`src/rtl/link_mode_pkg.sv`:
```
// Shared types for the link mode controller.
// Assumes: three operating modes, encoded one per state.
package link_mode_pkg;
    typedef enum logic [1:0] {
        LM_STREAM = 2'd0,
        LM_TRANS  = 2'd1,
        LM_BIDIR  = 2'd2
    } lm_mode_t;
endpackage

```
`src/rtl/lm_pulse_counter.sv`:
```
// Counts stream-clock pulses while enabled and flags the pulse that reaches
// the return threshold. Assumes input pulses last one clock. The count
// returns to zero on clear, when disabled, or after the threshold pulse.
module lm_pulse_counter #(
    parameter int REVERT_CNT = 128,
    localparam int CNT_W = $clog2(REVERT_CNT + 1)
) (
    input  logic clk,
    input  logic rst_n,
    input  logic active_i,
    input  logic clear_i,
    input  logic pulse_i,
    output logic hit_o
);
    localparam logic [CNT_W-1:0] LAST = CNT_W'(REVERT_CNT - 1);
    localparam logic [CNT_W-1:0] MAXV = {CNT_W{1'b1}};

    logic [CNT_W-1:0] cnt_q;
    logic             inc;

    // Decide whether this cycle's pulse counts and whether it is the last one.
    always_comb begin
        inc   = active_i && !clear_i && pulse_i;
        hit_o = inc && (cnt_q == LAST);
    end

    // Count register: clears, saturates, and rewinds after the threshold.
    always_ff @(posedge clk) begin
        if (!rst_n || !active_i || clear_i || hit_o) cnt_q <= '0;
        else if (inc && cnt_q != MAXV)             cnt_q <= cnt_q + 1'b1;
    end

    // a clear always leaves a zero count.
    p_clear_zero_r4: assert property (@(posedge clk) disable iff (!rst_n)
        clear_i |=> (cnt_q == '0));
    // the count never reaches the threshold value itself.
    p_no_overflow_r3: assert property (@(posedge clk) disable iff (!rst_n)
        cnt_q <= LAST);
    // nothing accumulates outside transition mode.
    p_idle_zero_r10: assert property (@(posedge clk) disable iff (!rst_n)
        !active_i |=> (cnt_q == '0));
endmodule

```
`src/rtl/lm_mode_fsm.sv`:
```
// Mode state machine: streaming, tentative transition, permanent bidirectional.
// Assumes: event inputs are one-cycle pulses, and revert_i comes from the
// pulse counter. An address match outranks a revert in the same cycle.
module lm_mode_fsm
    import link_mode_pkg::*;
(
    input  logic     clk,
    input  logic     rst_n,
    input  logic     bus_fall_i,
    input  logic     addr_hit_i,
    input  logic     revert_i,
    output lm_mode_t mode_o,
    output logic     restart_o
);
    lm_mode_t state_q, state_d;
    logic     restart_d;

    // Next-state logic with the address match taking priority over a revert.
    always_comb begin
        state_d   = state_q;
        restart_d = 1'b0;
        unique case (state_q)
            LM_STREAM: if (bus_fall_i) state_d = LM_TRANS;
            LM_TRANS: begin
                if (addr_hit_i) state_d = LM_BIDIR;
                else if (revert_i) begin
                    state_d   = LM_STREAM;
                    restart_d = 1'b1;
                end
            end
            LM_BIDIR:  state_d = LM_BIDIR;
            default:   state_d = LM_STREAM;
        endcase
    end

    // State and restart strobe registers.
    always_ff @(posedge clk) begin
        if (!rst_n) begin
            state_q   <= LM_STREAM;
            restart_q <= 1'b0;
        end else begin
            state_q   <= state_d;
            restart_q <= restart_d;
        end
    end

    logic restart_q;
    assign mode_o    = state_q;
    assign restart_o = restart_q;

    // bidirectional mode is never left without reset.
    p_bidir_lock_r6: assert property (@(posedge clk) disable iff (!rst_n)
        (state_q == LM_BIDIR) |=> (state_q == LM_BIDIR));
    // the restart strobe lasts one cycle.
    p_restart_single_r5: assert property (@(posedge clk) disable iff (!rst_n)
        restart_q |=> !restart_q);
    // the strobe comes only with the streaming state.
    p_restart_in_stream_r5: assert property (@(posedge clk) disable iff (!rst_n)
        restart_q |-> (state_q == LM_STREAM));
endmodule

```
`src/rtl/link_mode_ctrl.sv`:
```
// Top of the link mode controller: ties the pulse counter to the mode FSM
// and drives the mode flags, the streamer restart strobe and the slave enable.
// Assumes: all inputs are synchronous single-cycle event pulses.
module link_mode_ctrl
    import link_mode_pkg::*;
#(
    parameter int REVERT_CNT = 128
) (
    input  logic clk,
    input  logic rst_n,
    input  logic bus_fall_i,
    input  logic strm_pulse_i,
    input  logic addr_hit_i,
    output logic mode_stream_o,
    output logic mode_trans_o,
    output logic mode_bidir_o,
    output logic strm_restart_o,
    output logic slave_en_o
);
    lm_mode_t mode;
    logic     revert;

    lm_pulse_counter #(.REVERT_CNT(REVERT_CNT)) u_cnt (
        .clk      (clk),
        .rst_n    (rst_n),
        .active_i (mode == LM_TRANS),
        .clear_i  (bus_fall_i),
        .pulse_i  (strm_pulse_i),
        .hit_o    (revert)
    );

    lm_mode_fsm u_fsm (
        .clk        (clk),
        .rst_n      (rst_n),
        .bus_fall_i (bus_fall_i),
        .addr_hit_i (addr_hit_i),
        .revert_i   (revert),
        .mode_o     (mode),
        .restart_o  (strm_restart_o)
    );

    // Decode the mode into flags and the slave enable.
    always_comb begin
        mode_stream_o = (mode == LM_STREAM);
        mode_trans_o  = (mode == LM_TRANS);
        mode_bidir_o  = (mode == LM_BIDIR);
        slave_en_o    = (mode != LM_STREAM);
    end

    // exactly one mode flag is ever set.
    p_one_mode_r1: assert property (@(posedge clk) disable iff (!rst_n)
        $countones({mode_stream_o, mode_trans_o, mode_bidir_o}) == 1);
    // an address match while streaming never locks the mode.
    p_stream_ignores_addr_r7: assert property (@(posedge clk) disable iff (!rst_n)
        (mode_stream_o && addr_hit_i) |=> !mode_bidir_o);
    // a bus-clock falling edge while streaming enters transition mode.
    p_fall_enters_trans_r2: assert property (@(posedge clk) disable iff (!rst_n)
        (mode_stream_o && bus_fall_i) |=> mode_trans_o);
endmodule

```
`config.mk`:
```
export PLATFORM = sky130hd
export DESIGN_NAME = link_mode_ctrl
export DESIGN_NICKNAME = d
export VERILOG_FILES = /design/src/rtl/link_mode_pkg.sv /design/src/rtl/lm_pulse_counter.sv /design/src/rtl/lm_mode_fsm.sv /design/src/rtl/link_mode_ctrl.sv
export SDC_FILE = /design/constraint.sdc
export NUM_CORES = 1
export LEC_CHECK = 0
export ABC_AREA = 1
export CORE_MARGIN = 2
export CORE_UTILIZATION = 53
export CTS_CLUSTER_DIAMETER = 200
export DETAILED_ROUTE_END_ITERATION = 7
export DONT_BUFFER_PORTS = 1
export HOLD_SLACK_MARGIN = 0.06
export PLACE_DENSITY = 0.76
export SLEW_MARGIN = 20
export SYNTH_ARGS = -nofsm -noshare
export SYNTH_HDL_FRONTEND = slang
export SYNTH_SLANG_ARGS = --single-unit
```
`constraint.sdc`:
```
create_clock -name clk -period 1.39 [get_ports clk]
set_clock_uncertainty 0.2 [all_clocks]
set_input_delay 0.139 -clock clk [delete_from_list [all_inputs] [get_ports clk]]
set_output_delay 0.139 -clock clk [all_outputs]
set_load 0.02 [all_outputs]
```
== After elaboration in Yosys (flattened, before gate mapping) ==
Index checks and enable logic that the tools add are counted.
Storage, ports and cells
  bits in registers: 11
  input port bits: 5
  output and inout bits: 5
  word-level logic and storage cells: 31
Operators by class
  $add $sub $neg: 1
  equal/unequal tests: 6
  muxes and demuxes: 5
  bitwise operators: 2
  reduce and logical (&&, ||, !) cells: 14
Operator list (number)
  8-bit by 1-bit adder with 8-bit output (second input constant): 1
  8-bit by 7-bit == test with 1-bit output (second input constant): 1
  8-bit inequality test (second input constant): 1
  2-bit two-way mux: 3
  2-bit case mux with 3 select lines: 1
  1-bit logical AND: 4
  1-bit logical NOT: 3
  1-bit logical OR: 3
  3-bit inequality test (second input constant): 1
  3-bit OR reduction: 1
  2-bit by 1-bit == test with 1-bit output (second input constant): 1
  2-bit == test (second input constant): 1
  2-bit logical NOT: 1
  2-bit inequality test (second input constant): 1
  1-bit inverter: 2
  2-bit AND reduction: 1
  2-bit nonzero test: 1
  1-bit two-way mux: 1

== Longest topological paths before layout ==
Gate-level depths: netlist (run 1).
  depth after elaboration: 7
  mapped depth: 8
  mapped depth without buffers: 8

== Modules after synthesis ==
Synthesis (run 1) repeated with hierarchy kept, for this count alone.
Unflattened totals
  cells, all modules: 92
  area, all modules: 623.1 um2
By module, submodules not included
  lm_pulse_counter: times used 1, cells each 70, area an instance 478.0 um2
  lm_mode_fsm: times used 1, cells each 16, area an instance 122.6 um2
  link_mode_ctrl: times used 1, cells each 6, area an instance 22.5 um2

== Worst setup path before layout (run 1) ==
OpenSTA, ideal clock, no wires.
  kind: register -> register
  start: register u_cnt.cnt_q[0]
  end: register u_cnt.cnt_q[7]
  library setup time: 113 ps
  arrival: 1119 ps
  setup slack: -42 ps
  stages on the path, launching flop included: 9
  period minus slack after synthesis: 1432 ps
  cell sequence: dfxtp_1 -> ha_1 -> nand2_2 -> nor2_4 -> nand2_4 -> nand2_4 -> nor2_1 -> nor2_1 -> nor2_1
Between the ends
  longest elaborated chain between the ends: 3
Ends and longest elaborated chain
  from (decl): line lm_pulse_counter.sv:18  | logic [CNT_W-1:0] cnt_q;
  from (signal assigned): line lm_pulse_counter.sv:30  | else if (inc && cnt_q != MAXV) cnt_q <= cnt_q + 1'b1;
  branches (longest 3 deep; another with 8-bit by 1-bit adder with 8-bit output)
Parallel ways; which one is timed is not known.
A chain may end at the register's enable or synchronous reset.

== Final worst setup path (run 1) ==
  start: register u_cnt.cnt_q[1]
  end: register u_cnt.cnt_q[7]
The elaborated chain is that of the path after synthesis.

==> results of run 1 <==
worst reg2reg max path, cell delays in order, from the launching register on:
cell,delay [ns]
dfxtp_2,0.36
ha_4,0.17
nand2_4,0.06
nor2_4,0.16
nand2_4,0.10
nand2_4,0.11
nor2_1,0.05
nor2_1,0.07
nor2_1,0.05
registers in the layout, indices dropped and copies added (netlist names):
signal	count
u_cnt.cnt_q	8
u_fsm.mode_o	2
u_fsm.restart_o	1
area by class of cell:
class / count / area (µm²)
inverters: 15 / 56.30
fillers: 96 / 327.8
clock buffers: 3 / 22.52
well taps: 15 / 18.77
multi-input cells: 73 / 474.2
repair buffers: 15 / 137.6
clock inverters: 1 / 5.005
flip-flops and latches: 11 / 226.5
routing by layer:
| metal | global-route usage [%] | wire (µm) | part of all wire, % |
|---|---|---|---|
| met3 | 8.889 | 99 | 5.9 |
| met5 | 0 | 0 | 0 |
| met4 | 10.00 | 17 | 1.0 |
| met1 | 26.96 | 678 | 40 |
| met2 | 38.49 | 895 | 53 |
synth_stat cells:
library cell | n | area, µm²
nand2_1 | 21 | 78.83
nor2_1 | 16 | 60.06
inv_1 | 14 | 52.55
dfxtp_1 | 11 | 220.2
nand3_1 | 8 | 40.04
a21oi_1 | 4 | 20.02
nand4_1 | 4 | 25.02
nand2_4 | 3 | 33.78
a21oi_2 | 2 | 17.52
nand2_2 | 2 | 12.51
nand3_2 | 2 | 20.02
nor2_2 | 2 | 12.51
nor2_4 | 2 | 22.52
a22o_1 | 1 | 8.760
buf_8 | 1 | 15.01
ha_1 | 1 | 12.51
inv_2 | 1 | 3.750
nand3b_1 | 1 | 7.510
nor2_8 | 1 | 20.02
nor3b_1 | 1 | 7.510
xor2_1 | 1 | 8.760
through the flow:
stage / instances / utilization, % / setup WS (ns) / total power, W / cell area [µm²]
2_1_floorplan: 99 / - / 0.03034 / 0.0003921 / 716.9
3_3_place_gp: 122 / 63.12 / -0.01477 / 0.0004114 / 800.8
3_5_place_dp: 122 / 63.12 / -0.06967 / 0.0004142 / 800.8
4_1_cts: 129 / 68.34 / -0.01116 / 0.0006503 / 867.1
5_1_grt: 133 / 74.16 / -0.07294 / 0.0006816 / 940.9
6_report: 133 / 74.16 / -0.02356 / 0.0006592 / 940.9
repair_timing:
item | in CTS | in global routing
gates resized for setup | 4 | 11
pin swaps | 3 | 0
endpoints found under the setup margin | 7 | 12
setup buffers | 1 | 0
gates cloned | 0 | 1
hold buffers | 2 | 3
hold endpoints to repair | 11 | 8
power groups by stage:
stage | sequential, W | clock [W] | combinational (W)
floorplan | 0.000332 | 0 | 0.0000605
global placement | 0.000332 | 0 | 0.0000794
detailed placement | 0.000332 | 0 | 0.0000817
CTS | 0.000326 | 0.000237 | 0.0000876
global route | 0.000328 | 0.000242 | 0.000111
finish | 0.000327 | 0.000229 | 0.000102
cell families (layout without fill, tap and decap cells):
logic type      count (synthesis)  in the layout  share of synthesized area (%)
compound gates                  7              7                          6.620
fa+ha+maj                       1              1                          1.789
simple gates                   63             64                          48.66
flops                          11             11                          31.48
xor+xnor                        1              1                          1.252
buf+inv                        16             34                          10.20
worst max path at each step:
| stage | start | end | depth (start not counted) |
|---|---|---|---|
| 4_1_cts | u_cnt.cnt_q[1]$_SDFFE_PP0P_ | u_cnt.cnt_q[2]$_SDFFE_PP0P_ | 7 |
| 5_1_grt | u_cnt.cnt_q[1]$_SDFFE_PP0P_ | u_cnt.cnt_q[6]$_SDFFE_PP0P_ | 6 |
| 3_5_place_dp | u_fsm.mode_o[0]$_SDFFE_PN0P_ | u_cnt.cnt_q[7]$_SDFFE_PP0P_ | 6 |
| 2_1_floorplan | u_cnt.cnt_q[1]$_SDFFE_PP0P_ | u_cnt.cnt_q[7]$_SDFFE_PP0P_ | 8 |
| 6_report | u_cnt.cnt_q[1]$_SDFFE_PP0P_ | u_cnt.cnt_q[7]$_SDFFE_PP0P_ | 8 |
| 3_3_place_gp | u_cnt.cnt_q[1]$_SDFFE_PP0P_ | u_cnt.cnt_q[7]$_SDFFE_PP0P_ | 8 |
==> run_results.csv, run 1 <==
group,metric,value,unit
timing,slew_headroom,82.24,%
route,totalWireLength,1.690,mm
status,violations,"setup timing",
timing,hold_viol_final,0,
timing,fin_setup_tns,-0.04870,ns
synthesis,postSynthCellCount,99,
power,switching_share,29.04,%
critical_path,path_cells,"ha_4 -> nand2_4 -> nor2_4 -> nand2_4 -> nand2_4 -> nor2_1 -> nor2_1 -> nor2_1",
critical_path,r2r-start,"u_cnt.cnt_q[1]$_SDFFE_PP0P_",
timing,period_share,101.7,%
global_routing,grt_first_pass_wirelength,2.401,mm
route,drtIter0Drc,16,
place,place.gp.congestion,0.7618,
layout,final_common_cell,"nand2_1",
clock_network,cts_sinks,11,
power,p_leak,0.3965,nW
worst_hold_path,holdCritStartpoint,"bus_fall_i",
timing,report.final.slew_viol_count,0,
critical_path,arrival,1.39,ns
critical_path,critPathKind,"flip-flop to flip-flop",
layout,fin_nets,125,
worst_hold_path,holdPathEnd,"u_fsm.restart_o$_SDFF_PP0_",
synthesis,ys_warn_count,0,
flow_run,drv_cap,0,
global_routing,grt_start_max_net_pins,12,
floorplanning,rows,13,
critical_path,cp_top_family,"simple AND/OR/NAND/NOR gates",
worst_hold_path,min_path_cells,5,
status,status,"finished, violations left",
clock_network,htree_levels,1,
global_routing,grt_use_total,23.48,%
clock_network,clkTransAtPathRegs,0.08,ns
power,power_frac_clock,34.8,%
power,combPwrFrac,15.5,%
critical_path,ff2ff_path_depth,8,
floorplanning,die_w,40.33,µm
power,powerDensity,700.6,mW/mm²
clock_network,tritoncts,"built",
synthesis,synth_cell_types,21,
timing,setup_viol,4,
synthesis,synth_area,699.4,µm²
synthesis,ys_seq_elements,11,
power,seqPwrFrac,49.7,%
timing,finalWorstSetupSlack,-0.02356,ns
critical_path,crit_required,1.37,ns
timing,rsz0062_at_grt,"true",
synthesis,syn-num-nets,105,
critical_path,r2r_slack,-0.02,ns
synthesis,avgSynthCellArea,7.065,µm²
layout,syn2layout_area_growth,34.53,%
timing,worst-slew-pin-transition,0.2661,ns
clock_network,clockBufferDepth,2,
floorplanning,ios,10,
timing,hold_ws,0.05882,ns
layout,drive_above_1_share,38.98,%
worst_hold_path,min_path_type,"input port to flip-flop",
place,dp_hpwl,1.174,mm
global_routing,antenna_found_initial,0,
timing,period_needed,1.414,ns
power,irDropWorstVdd,0.5766,mV
clock_network,clock_latency,0.27,ns
timing,timing.fmax,707.4,MHz
critical_path,crit_buf_inv,0,
critical_path,cp_slowest_stage_delay,0.36,ns
route,firstDrtPassIters,4,
route,vias,681,
place,port_buffers,0,
layout,final_cell_mix,"nand2_1, inv_1, nor2_1, buf_4, nand3_1",
route,ant_nets,0,
power,p_int,0.0004678,W
floorplanning,core_region_area,0.001269,mm²
power,p_sw,0.0001914,W
route,viasPerCell,5.120,
critical_path,cp_slowest_cell,"dfxtp_2",
floorplanning,dieArea,0.001626,mm²
floorplanning,die_h,40.33,µm
clock_network,clock-root-buffer,"clkbuf_4",
critical_path,path_max_fanout,5,
critical_path,cp-start-kind,"flip-flop",
route,wire_per_inst,12.71,µm
clock_network,cts_buffers,3,
critical_path,r2r_end,"u_cnt.cnt_q[7]$_SDFFE_PP0P_",
critical_path,crit_path_end_kind,"flip-flop",
floorplanning,start_util,55.13,%
layout,diodes,0,
route,route.detailed.drc,0,
global_routing,grt_pass1_vias,578,
global_routing,overflow,0,
synthesis,synth_seq_area_share,31.48,%
Note: power is estimated with default switching activity, not from simulation.
==> inputs of run 2 (changes only) <==
--- a/config.mk
+++ b/config.mk
@@ -6,8 +6,10 @@
 export NUM_CORES = 1
 export LEC_CHECK = 0
 export ABC_AREA = 1
+export CELL_PAD_IN_SITES_DETAIL_PLACEMENT = 1
+export CELL_PAD_IN_SITES_GLOBAL_PLACEMENT = 2
 export CORE_MARGIN = 2
-export CORE_UTILIZATION = 53
+export CORE_UTILIZATION = 30
 export CTS_CLUSTER_DIAMETER = 200
 export DETAILED_ROUTE_END_ITERATION = 7
 export DONT_BUFFER_PORTS = 1
==> run_results.csv, run 2 (synthesis gave the netlist of run 1 again) <==
group,metric,value,unit
timing,period_needed,1.411,ns
power,p_int,0.0004881,W
floorplanning,ios,10,
clock_network,clock_latency,0.28,ns
global_routing,grt_use_total,16.43,%
critical_path,cp-start-kind,"flip-flop",
floorplanning,die_w,52.29,µm
clock_network,cts_buffers,3,
critical_path,r2r-start,"u_cnt.cnt_q[3]$_SDFFE_PP0P_",
clock_network,tritoncts,"built",
clock_network,clock-root-buffer,"clkbuf_4",
layout,layout.cells.non_filler,156,
route,viasPerCell,4.705,
floorplanning,dieArea,0.002734,mm²
critical_path,startpoint,"u_cnt.cnt_q[3]$_SDFFE_PP0P_",
route,vias,734,
status,status,"finished, violations left",
global_routing,grt_pass1_vias,760,
place,place.gp.congestion,0.7201,
critical_path,ff2ff_path_depth,6,
global_routing,antenna_found_initial,0,
layout,diodes,0,
place,dp_hpwl,1.380,mm
clock_network,clockBufferDepth,2,
worst_hold_path,holdPathEnd,"u_cnt.cnt_q[4]$_SDFFE_PP0P_",
layout,final_common_cell,"nand2_1",
critical_path,cp_top_family,"flip-flops",
critical_path,critPathKind,"flip-flop to flip-flop",
layout,fin_nets,135,
floorplanning,core_region_area,0.002212,mm²
critical_path,r2r_end,"u_cnt.cnt_q[3]$_SDFFE_PP0P_",
power,powerDensity,648.2,mW/mm²
critical_path,crit_required,1.37,ns
timing,worst-slew-pin-transition,0.2164,ns
floorplanning,start_util,31.62,%
timing,rsz0062_at_grt,"true",
timing,period_share,101.5,%
clock_network,cts_sinks,11,
critical_path,path_max_fanout,5,
critical_path,cp_slowest_cell,"dfxtp_1",
critical_path,arrival,1.39,ns
route,wire_per_inst,12.74,µm
timing,hold_viol_final,0,
power,power_frac_clock,34.2,%
worst_hold_path,min_path_type,"input port to flip-flop",
route,highest_layer,"met4",
clock_network,clkTransAtPathRegs,0.09,ns
critical_path,path_cells,"inv_1 -> nor2_4 -> buf_4 -> nand2_4 -> nand3_1 -> a21oi_2",
power,p_sw,0.0001972,W
critical_path,crit_path_end_kind,"flip-flop",
route,ant_nets,0,
route,firstDrtPassIters,2,
global_routing,grt_start_max_net_pins,12,
timing,slew_headroom,85.52,%
power,switching_share,28.78,%
critical_path,r2r_slack,-0.02,ns
power,seqPwrFrac,47.3,%
critical_path,crit_buf_inv,2,
floorplanning,die_h,52.29,µm
floorplanning,rows,17,
timing,setup_viol,4,
timing,finalWorstSetupSlack,-0.02097,ns
route,drt-met1-wl,911,µm
place,dp.cells,141,
layout,drive_above_1_share,41.41,%
flow_run,drv_cap,0,
status,violations,"setup timing",
layout,largest_reg_flops,8,
global_routing,overflow,0,
layout,largest_register,"u_cnt.cnt_q",
timing,report.final.slew_viol_count,0,
layout,syn2layout_area_growth,51.16,%
worst_hold_path,min_path_cells,6,
place,port_buffers,0,
power,irDropWorstVdd,0.4428,mV
route,routed-wl-met2,1.019,mm
critical_path,cp_slowest_stage_delay,0.41,ns
route,totalWireLength,1.988,mm
timing,timing.fmax,708.7,MHz
route,route.met3.wl,39,µm
power,p_leak,0.4661,nW
worst_hold_path,holdCritStartpoint,"bus_fall_i",
route,drtIter0Drc,8,
global_routing,grt_first_pass_wirelength,3.229,mm
power,power.total,0.0006853,W
layout,final_cell_mix,"nand2_1, buf_4, inv_1, nor2_1",
power,combPwrFrac,18.4,%
route,route.detailed.drc,0,
clock_network,htree_levels,1,
run 2: cell count changes in the layout (fill, tap and decap cells not counted), moves of 2 or more:
cell / before / now
buf_4: 9 / 15
nor2_4: 3 / 5
nand2_2: 5 / 2
inv_2: 1 / 3
dfxtp_2: 5 / 3
nand2_1: 18 / 20
buf_6: 0 / 3
inv_1: 14 / 12
nor2_2: 6 / 3
run 2: cell type report:
cell class / instances / area, µm²
clock buffers: 4 / 26.28
multi-input cells: 73 / 485.5
fillers: 284 / 1155
inverters: 15 / 56.30
repair buffers: 25 / 226.5
well taps: 28 / 35.03
flip-flops and latches: 11 / 227.7
run 2: worst max-delay path by stage:
stage	cells past startpoint	slack, ns	to
final	6	-0.02	u_cnt.cnt_q[3]$_SDFFE_PP0P_
after global routing	7	-0.10	u_cnt.cnt_q[7]$_SDFFE_PP0P_
after CTS	3	-0.003	mode_stream_o
after detailed placement	8	-0.08	u_cnt.cnt_q[7]$_SDFFE_PP0P_
after global placement	8	-0.06	u_cnt.cnt_q[7]$_SDFFE_PP0P_
after floorplan	8	0.03	u_cnt.cnt_q[7]$_SDFFE_PP0P_
run 2: per-layer routing:
layer	track usage [%]	up-vias
met5	0	-
met4	8.974	0
met3	2.571	2
met2	27.71	11
met1	19.69	349
li1	-	372
run 2: what timing repair did:
item / CTS / global route
pin swaps: 7 / 3
setup endpoints to repair: 11 / 13
hold buffers: 6 / 0
gates resized for setup: 11 / 10
gates cloned: 1 / 0
endpoints found under the hold margin: 11 / 0
setup buffers: 2 / 2
run 2: power groups by stage:
stage	Combinational, W	Sequential, W	Clock (W)
after floorplan	0.0000605	0.000332	0
after global placement	0.0000912	0.000331	0
after detailed placement	0.0000915	0.000331	0
after CTS	0.000116	0.000324	0.000239
after global routing	0.000135	0.000325	0.000254
final	0.000126	0.000324	0.000235
run 2: worst reg2reg max path: cells and delay by family, from the launching register on:
| family | cells | cell delay (ns) |
|---|---|---|
| flops | 1 | 0.41 |
| compound gates | 1 | 0.07 |
| buf+inv | 2 | 0.26 |
| simple gates | 3 | 0.37 |
run 2: stage by stage:
stage	util, %	area [µm²]	hold WS (ns)	worst slack [ns]	TNS (ns)
2_1_floorplan	-	716.9	0.01515	0.03034	0
3_3_place_gp	38.97	862.1	0.02400	-0.05675	-0.1501
3_5_place_dp	38.97	862.1	0.02272	-0.08047	-0.3295
4_1_cts	45.25	1001	0.1351	-0.003328	-0.003920
5_1_grt	47.79	1057	0.2021	-0.1029	-0.6554
6_report	47.79	1057	0.1219	-0.02097	-0.04403
